[src/rtl/rxf_pkg.sv]
package rxf_pkg;

  // Action the output register takes at a rising edge
  typedef enum logic [1:0] {
    ACT_HOLD = 2'd0,
    ACT_SET  = 2'd1,
    ACT_CLR  = 2'd2
  } rxf_act_e;

  // Top end value of an n-bit counter
  function automatic int unsigned rxf_top(input int unsigned width);
    return (32'd1 << width) - 32'd1;
  endfunction

endpackage

[src/rtl/rxf_sync.sv]
module rxf_sync #(
  parameter int unsigned STAGES   = 2,
  parameter bit          RST_HIGH = 1'b1
) (
  input  logic clk,
  input  logic rst,
  input  logic d_async,
  output logic q_sync
);

  logic [STAGES-1:0] chain;

  genvar g;
  generate
    for (g = 0; g < STAGES; g++) begin : g_stage
      if (g == 0) begin : g_first
        always_ff @(posedge clk) begin
          if (rst) chain[0] <= RST_HIGH;
          else     chain[0] <= d_async;
        end
      end else begin : g_next
        always_ff @(posedge clk) begin
          if (rst) chain[g] <= RST_HIGH;
          else     chain[g] <= chain[g-1];
        end
      end
    end
  endgenerate

  assign q_sync = chain[STAGES-1];

endmodule

[src/rtl/rxf_sampler.sv]
module rxf_sampler #(
  parameter bit RST_HIGH = 1'b1
) (
  input  logic clk,
  input  logic rst,
  input  logic d_sync,
  output logic smp
);

  always_ff @(posedge clk) begin
    if (rst) smp <= RST_HIGH;
    else     smp <= d_sync;
  end

endmodule

[src/rtl/rxf_integrator.sv]
module rxf_integrator #(
  parameter int unsigned CNT_W    = 4,
  parameter bit          RST_HIGH = 1'b1
) (
  input  logic             clk,
  input  logic             rst,
  input  logic             smp,
  output logic [CNT_W-1:0] cnt
);
  import rxf_pkg::*;

  localparam logic [CNT_W-1:0] TOP  = CNT_W'(rxf_top(CNT_W));
  localparam logic [CNT_W-1:0] BOT  = '0;
  localparam logic [CNT_W-1:0] INIT = RST_HIGH ? TOP : BOT;

  // Counter moves on the falling edge, using the sample from the rising edge before it
  always_ff @(negedge clk) begin
    if (rst)                      cnt <= INIT;
    else if (smp  && cnt != TOP)  cnt <= cnt + 1'b1;
    else if (!smp && cnt != BOT)  cnt <= cnt - 1'b1;
  end


  step_up_chk: assert property (@(negedge clk) disable iff (rst)
    (smp && cnt != TOP) |=> (cnt == $past(cnt) + 1'b1));

  step_dn_chk: assert property (@(negedge clk) disable iff (rst)
    (!smp && cnt != BOT) |=> (cnt == $past(cnt) - 1'b1));

  no_overflow_chk: assert property (@(negedge clk) disable iff (rst)
    (smp && cnt == TOP) |=> (cnt == TOP));

  no_underflow_chk: assert property (@(negedge clk) disable iff (rst)
    (!smp && cnt == BOT) |=> (cnt == BOT));

endmodule

[src/rtl/rxf_hyst_latch.sv]
module rxf_hyst_latch #(
  parameter int unsigned CNT_W    = 4,
  parameter bit          RST_HIGH = 1'b1
) (
  input  logic             clk,
  input  logic             rst,
  input  logic [CNT_W-1:0] cnt,
  output logic             q
);
  import rxf_pkg::*;

  localparam logic [CNT_W-1:0] TOP = CNT_W'(rxf_top(CNT_W));

  rxf_act_e act;

  always_comb begin
    if (cnt == TOP)      act = ACT_SET;
    else if (cnt == '0)  act = ACT_CLR;
    else                 act = ACT_HOLD;
  end

  always_ff @(posedge clk) begin
    if (rst) q <= RST_HIGH;
    else begin
      case (act)
        ACT_SET: q <= 1'b1;
        ACT_CLR: q <= 1'b0;
        default: q <= q;
      endcase
    end
  end


  set_at_top_chk: assert property (@(posedge clk) disable iff (rst)
    (cnt == TOP) |=> q);

  clr_at_zero_chk: assert property (@(posedge clk) disable iff (rst)
    (cnt == '0) |=> !q);

  hold_band_chk: assert property (@(posedge clk) disable iff (rst)
    (cnt != TOP && cnt != '0) |=> $stable(q));

endmodule

[src/rtl/rx_glitch_filter.sv]
module rx_glitch_filter #(
  parameter int unsigned CNT_W       = 4,
  parameter int unsigned SYNC_STAGES = 2,
  parameter bit          RST_HIGH    = 1'b1
) (
  input  logic clk,
  input  logic rst,
  input  logic rx_raw,
  output logic rx_clean
);

  logic             rx_sync;
  logic             rx_smp;
  logic [CNT_W-1:0] level_cnt;

  rxf_sync #(.STAGES(SYNC_STAGES), .RST_HIGH(RST_HIGH)) u_sync (
    .clk     (clk),
    .rst     (rst),
    .d_async (rx_raw),
    .q_sync  (rx_sync)
  );

  rxf_sampler #(.RST_HIGH(RST_HIGH)) u_smp (
    .clk    (clk),
    .rst    (rst),
    .d_sync (rx_sync),
    .smp    (rx_smp)
  );

  rxf_integrator #(.CNT_W(CNT_W), .RST_HIGH(RST_HIGH)) u_int (
    .clk (clk),
    .rst (rst),
    .smp (rx_smp),
    .cnt (level_cnt)
  );

  rxf_hyst_latch #(.CNT_W(CNT_W), .RST_HIGH(RST_HIGH)) u_lat (
    .clk (clk),
    .rst (rst),
    .cnt (level_cnt),
    .q   (rx_clean)
  );


  reset_level_chk: assert property (@(posedge clk)
    rst |=> (rx_clean == RST_HIGH));

endmodule

[config.mk]
export PLATFORM = sky130hd
export DESIGN_NAME = rx_glitch_filter
export DESIGN_NICKNAME = d
export VERILOG_FILES = /design/src/rtl/rxf_pkg.sv /design/src/rtl/rxf_sync.sv /design/src/rtl/rxf_sampler.sv /design/src/rtl/rxf_integrator.sv /design/src/rtl/rxf_hyst_latch.sv /design/src/rtl/rx_glitch_filter.sv
export SDC_FILE = /design/constraint.sdc
export NUM_CORES = 1
export LEC_CHECK = 0
export BUFFER_PORTS_ARGS = -buffer_cell sky130_fd_sc_hd__buf_2
export CORE_UTILIZATION = 28
export CTS_BUF_LIST = sky130_fd_sc_hd__clkbuf_8
export CTS_CLUSTER_DIAMETER = 40
export CTS_CLUSTER_SIZE = 20
export DETAILED_ROUTE_END_ITERATION = 7
export PLACE_DENSITY = 0.42
export SLEW_MARGIN = 20
export SYNTH_ARGS = -nofsm -noshare
export SYNTH_HDL_FRONTEND = slang
export SYNTH_SLANG_ARGS = --single-unit
[constraint.sdc]
create_clock -name clk -period 2.55 [get_ports clk]
set_clock_uncertainty 0.1 [all_clocks]
set_input_delay 0.3825 -clock clk [delete_from_list [all_inputs] [get_ports clk]]
set_output_delay 0.3825 -clock clk [all_outputs]
set_load 0.1 [all_outputs]
Word-level counts from Yosys, hierarchy flattened
Index checks and enable logic that the tools add are counted.

storage, ports and cells
  register bits after elaboration = 8
  input port bits = 3
  output and inout bits = 1

cells by class
  $add $sub $neg = 2
  equal/unequal tests = 4
  muxes and demuxes = 5
  reduce and logical (&&, ||, !) cells = 7

operator list
  operator               count
  $mux W4                2
  $add A4 B1 Y4 const B  1
  $eq A4 B4 Y1 const B   1
  $logic_not A4 Y1       1
  $mux W2                2
  $ne A4 B4 Y1 const B   1
  $reduce_bool A2 Y1     2
  $reduce_bool A4 Y1     1
  $sub A4 B1 Y4 const B  1
  $eq A2 B1 Y1 const B   1
  $eq A2 B2 Y1 const B   1
  $logic_and A1 B1 Y1    2
  $pmux W1 S2            1
  $logic_not A1 Y1       1

Logic depth before layout (Yosys ltp)
Gate-level depths: netlist (run 1).

  word-level depth = 5
  mapped depth = 7
  depth with buffers taken out = 7

Hierarchy
From an unflattened synthesis (run 1), not the netlist that was laid out.

unflattened totals
  cell total of the unflattened synthesis = 39
  area, all modules = 404.1 um^2

by module, submodules not included
  module          instances  cells each  area each (um^2)  seq. area each (um^2)
  rxf_integrator  1          29          276.5             80.1
  rxf_sync        1          4           52.6              40.0
  rxf_hyst_latch  1          4           48.8              20.0
  rxf_sampler     1          2           26.3              20.0

==> results.cfg, run 1 <==
[flow_run]
cap_violations = 0

[critical_path]
path_class = flop to flop
cp-start-kind = flop
worstPathCellList = nand2_4, ha_4, a21o_1, a21oi_2, mux2i_1, mux2i_1
worst_ep_required_time_ps = 1380
path_max_fanout = 3
crit_buf_inv = 0
cpMostUsedCell = mux2i_1
arrival_ps = 1590
crit_slowest_cell = dfxtp_4
end_kind = flop
path_delay_family = multiplexers
cpPeakStageDelay_ps = 350

[layout]
area_growth_syn_to_layout_pct = 41.4
drive_above_1_share_pct = 41.8
fillCellCount = 129
nNetsFinal = 62
final_area_um2 = 564
diodes = 0

[sta]
rsz0062_at_grt = yes
timing.final.hold_violations = 0
slew_viol_final = 0
max_slew_margin_pct = 68.0
finalWorstSetupSlack_ps = -212
setup_violations = 3
worst_pin_slew_ps = 484

[clock_network]
cts_tree = yes
clkLatencyLatePin_ps = 290
cts_buffer_depth = 2
clock_sinks = 8
holdBufCountCts = 0
clkTransAtPathRegs_ps = 40
htreeDepth = 1
root_buffer = clkbuf_8
postCtsSetupRepairBufs = 0
numCtsBuffers = 3

[yosys]
ys_async_sr_fraction_pct = 0
syn_area_per_cell_um2 = 10.2
synthMostInstantiatedCell = dfxtp_1
synth_edf_count = 0
yosysTopAreaCell = dfxtp_1
ys_ff_latch = 8
syn_nets = 45
netlist_area_um2 = 399
post_synth_num_cell_types = 20
synth_common_cells = dfxtp_1 (8), nor2_1 (5), o21bai_1 (3), or2_2 (3)
synthCells = 39
synth_flop_cell = dfxtp_1
synth_top_area_share_pct = 40.1
ys_warn_count = 0
yosysSeqAreaShare_pct = 40.1
synthTopCellsByArea = dfxtp_1 (40%), ha_1 (6.3%), mux2i_4 (5.6%)

[outcome]
status = complete, but fails checks
violations = negative setup slack

[hold_path]
min_path_type = primary input to flop

[grt]
grt_max_degree = 10
antenna_found_initial = 0
grt_overflow = 0
grt_pass1_vias = 319
globalRouteTotalUtil_pct = 12.2
grt_pass1_wl_um = 1240

[power]
power_density_mw_per_mm2 = 1240
leakage_nw = 0.254
finalPower_mw = 0.702
vdd_drop_max_mv = 0.455

[die]
rows = 13
die_h_um = 39.8
die_w_um = 39.8
ios = 4
core_area_mm2 = 0.00132
start_util_pct = 30.3
die_area_mm2 = 0.00158

[detailed_routing]
drt_first_iter_violations = 6
routed_via_density = 4.60
drc_errors = 0
num_vias = 322
wl_um = 737
antenna_left = 0
firstDrtPassIters = 4
wire_per_inst_um = 10.5

[placement]
portBuffers = 3
hpwl_um = 592
placed_cell_area_um2 = 505
globalplace.congestion = 0.690
## registers in the layout (all words and copies together) (netlist names)
| register | flops |
|---|---|
| u_sync.chain | 1 |
| u_int.cnt | 4 |
| u_lat.q | 1 |
| u_smp.smp | 1 |
| u_sync.q_sync | 1 |
## final timing paths
check	startpoint	to	slack, ps	cells after the start
setup / recovery	u_smp.smp	u_int.cnt[3]	-210	6
hold / removal	rx_raw	u_sync.chain[0]	240	2
setup reg to reg	u_smp.smp	u_int.cnt[3]	-210	6
hold reg to reg	u_sync.q_sync	u_smp.smp	310	1
## cell type report
class                      instances  area, um2  share of cell area [%]
sequential                         8        164                    29.0
inverter                           1       3.75                   0.665
timing repair buffer               9       60.1                    10.6
clock buffer                       3       41.3                    7.32
tap                               15       18.8                    3.33
multi-input combinational         29        258                    45.7
clock inverter                     5       18.8                    3.33
## logic make-up (layout without fill, tap and decap cells)
| group | Yosys count | after routing | synth area share (%) |
|---|---|---|---|
| buf+inv | 2 | 18 | 1.88 |
| mux | 3 | 3 | 10.7 |
| flops | 8 | 8 | 40.1 |
| xor+xnor | 1 | 1 | 2.19 |
| fa+ha+maj | 3 | 3 | 11.3 |
| simple gates | 14 | 14 | 19.4 |
| compound gates | 8 | 8 | 14.4 |
## routing by layer
layer / track usage [%] / part of all wire, % / wire length, um
met5: 0 / 0 / 0
met3: 3.41 / 1.8 / 13
met1: 13.4 / 47 / 346
met2: 20.5 / 51 / 377
met4: 6.90 / 0 / 0
## worst reg2reg max path: cells and delay by family (launching register included)
family          cells  cell delay, ps
fa+ha+maj           1             210
simple gates        1              60
flops               1             350
mux                 2             470
compound gates      2             280
## stage by stage
stage	worst slack (ps)	setup TNS, ps	util [%]	hold WS [ps]	cells
after detailed placement	-267	-577	38.4	306	63
after global placement	-238	-540	38.4	294	63
after global routing	-308	-553	42.8	238	70
after floorplan	-196	-247	-	289	39
final	-212	-383	42.8	239	70
after CTS	-232	-423	42.6	236	70
## power breakdown
group / internal, mW / switching, mW / total (mW)
combinational: 0.188 / 0.178 / 0.365
sequential: 0.149 / 0.0137 / 0.163
clock: 0.113 / 0.0607 / 0.173
## cell usage in the layout, fill, tap and decap left out
| cell | instances |
|---|---|
| or3_1 | 1 |
| nand2b_1 | 1 |
| a21o_1 | 1 |
| a31oi_1 | 1 |
| o21bai_1 | 3 |
| nor2b_1 | 1 |
| ha_4 | 1 |
| or4_4 | 1 |
| o21bai_2 | 1 |
| clkbuf_8 | 3 |
| a21oi_2 | 1 |
| xor2_1 | 1 |
| nand4_1 | 1 |
| inv_1 | 6 |
| buf_4 | 6 |
| buf_2 | 3 |
| a21oi_1 | 1 |
| dfxtp_4 | 1 |
| dfxtp_1 | 7 |
| fa_2 | 1 |
| mux2i_1 | 2 |
| ha_1 | 1 |
| nor2_1 | 5 |
| or2_2 | 3 |
| mux2i_4 | 1 |
| nand2_4 | 1 |
## repair_timing
item / in CTS / in global routing
pin swaps: 1 / 1
gates cloned: 0 / 0
endpoints found under the hold margin: 0 / 0
resized for setup: 0 / 1
setup endpoints to repair: 3 / 3
Power figures use the tool's default switching activity.
==> inputs of run 2 (changes only) <==
--- a/config.mk
+++ b/config.mk
@@ -7,11 +7,11 @@
 export LEC_CHECK = 0
 export BUFFER_PORTS_ARGS = -buffer_cell sky130_fd_sc_hd__buf_2
 export CORE_UTILIZATION = 28
-export CTS_BUF_LIST = sky130_fd_sc_hd__clkbuf_8
 export CTS_CLUSTER_DIAMETER = 40
 export CTS_CLUSTER_SIZE = 20
 export DETAILED_ROUTE_END_ITERATION = 7
 export PLACE_DENSITY = 0.42
+export SKIP_LAST_GASP = 1
 export SLEW_MARGIN = 20
 export SYNTH_ARGS = -nofsm -noshare
 export SYNTH_HDL_FRONTEND = slang
==> run 2 against run 1 <==
The flow still finishes with violations (negative setup slack). Clock power down 29%. Sequential cell count unchanged. Total power down 7.4%. Clock-buffer cell count up 1. Largest cell class unchanged.
==> results.cfg, run 2 (same netlist as run 1, synthesis figures left out) <==
[critical_path]
r2r_slack_ps = -230
ff2ff_path_depth = 6
path_class = flop to flop
cp-start-kind = flop
rr_endpoint = u_int.cnt[3]
path_max_fanout = 3
worst_ep_required_time_ps = 1400
critPathLaunch = u_smp.smp
arrival_ps = 1620
end_kind = flop
timing.rr.start = u_smp.smp

[grt]
grt_pass1_vias = 320
grt_max_degree = 10
grt_pass1_wl_um = 1220
globalRouteTotalUtil_pct = 11.8
antenna_found_initial = 0
grt_overflow = 0

[layout]
diodes = 0
final_cell_mix = dfxtp_1 (7), buf_4 (6), nor2_1 (5), inv_1 (5)
nNetsFinal = 62
multi_input_area_um2 = 258
largest_reg_flops = 4
area_growth_syn_to_layout_pct = 36.7
final_common_cell = dfxtp_1
top_register = u_int.cnt
fillCellCount = 134
final-seq-area_um2 = 164
drive_above_1_share_pct = 41.8

[outcome]
status = complete, but fails checks
violations = negative setup slack

[clock_network]
holdBufCountCts = 0
numCtsBuffers = 3
clkTransAtPathRegs_ps = 50
htreeDepth = 1
root_buffer = clkbuf_4
cts_tree = yes
clkLatencyLatePin_ps = 300
postCtsSetupRepairBufs = 0
clock_sinks = 8
cts_buffer_depth = 2

[hold_path]
hold_start = rx_raw
hold_depth = 2
holdPathEnd = u_sync.chain[0]
min_path_type = primary input to flop

[power]
power_density_mw_per_mm2 = 1190
vdd_drop_max_mv = 0.368
leakage_nw = 0.242

[sta]
max_slew_margin_pct = 68.0
worst_pin_slew_ps = 484
timing.final.hold_violations = 0
rsz0062_at_grt = yes
slew_viol_final = 0
finalWorstSetupSlack_ps = -225
fin_hold_ws_ps = 215
setup_violations = 3

[detailed_routing]
wire_per_inst_um = 10.4
num_vias = 324
drc_errors = 0
drt_first_iter_violations = 5
routed_via_density = 4.63
wl_um = 730
firstDrtPassIters = 4
antenna_left = 0

[flow_run]
cap_violations = 0

[die]
die_area_mm2 = 0.00158
rows = 13
die_h_um = 39.8
start_util_pct = 30.3
core_area_mm2 = 0.00132
ios = 4
die_w_um = 39.8

[placement]
globalplace.congestion = 0.690
hpwl_um = 592
portBuffers = 3
post-place-ws_ps = -267
==> run 2: worst max-delay path, stage by stage (launching register included) <==
cell and delay, ps:
dfxtp_4 360, nand2_4 60, ha_4 210, a21o_1 160, a21oi_2 120, mux2i_1 240, mux2i_1 220
==> run 2: worst max-delay path by stage <==
stage / to / cells past startpoint
after detailed placement: u_int.cnt[3] / 6
after CTS: u_int.cnt[3] / 6
after floorplan: u_int.cnt[3] / 6
after global routing: u_int.cnt[3] / 6
final: u_int.cnt[3] / 6
after global placement: u_int.cnt[3] / 6
==> run 2: metal layers <==
layer / wire (um) / share of wire, % / GRT usage (%)
met2: 389 / 53 / 20.5
met5: 0 / 0 / 0
met1: 317 / 43 / 13.4
met3: 23 / 3.2 / 1.70
met4: 0 / 0 / 6.90
==> run 2: through the flow <==
stage               area (um2)  total power, mW  std cells  TNS, ps  utilization (%)
floorplan                  427            0.422         39     -247                -
global placement           505            0.527         63     -540             38.4
detailed placement         505            0.533         63     -577             38.4
CTS                        543            0.653         70     -458             41.2
global route               546            0.723         70     -592             41.4
finish                     546            0.650         70     -423             41.4
==> run 2: area by class of cell <==
cell class	instances	area share (%)
Timing Repair Buffer	9	11.0
Tap cell	15	3.44
Multi-Input combinational cell	29	47.2
Inverter	1	0.688
Clock buffer	4	4.82
Sequential cell	8	30.0
Clock inverter	4	2.75
==> run 2: what timing repair did <==
item	in CTS	in global routing
endpoints found under the setup margin	3	3
pin swaps	1	1
gates resized for setup	0	1
==> run 2: where the power goes <==
| part | leakage, nW | internal, mW | total (mW) | switching, mW |
|---|---|---|---|---|
| Combinational | 0.140 | 0.188 | 0.365 | 0.177 |
| Sequential | 0.0660 | 0.149 | 0.162 | 0.0133 |
| Clock | 0.0363 | 0.0682 | 0.123 | 0.0544 |
| Total | 0.242 | 0.405 | 0.650 | 0.245 |
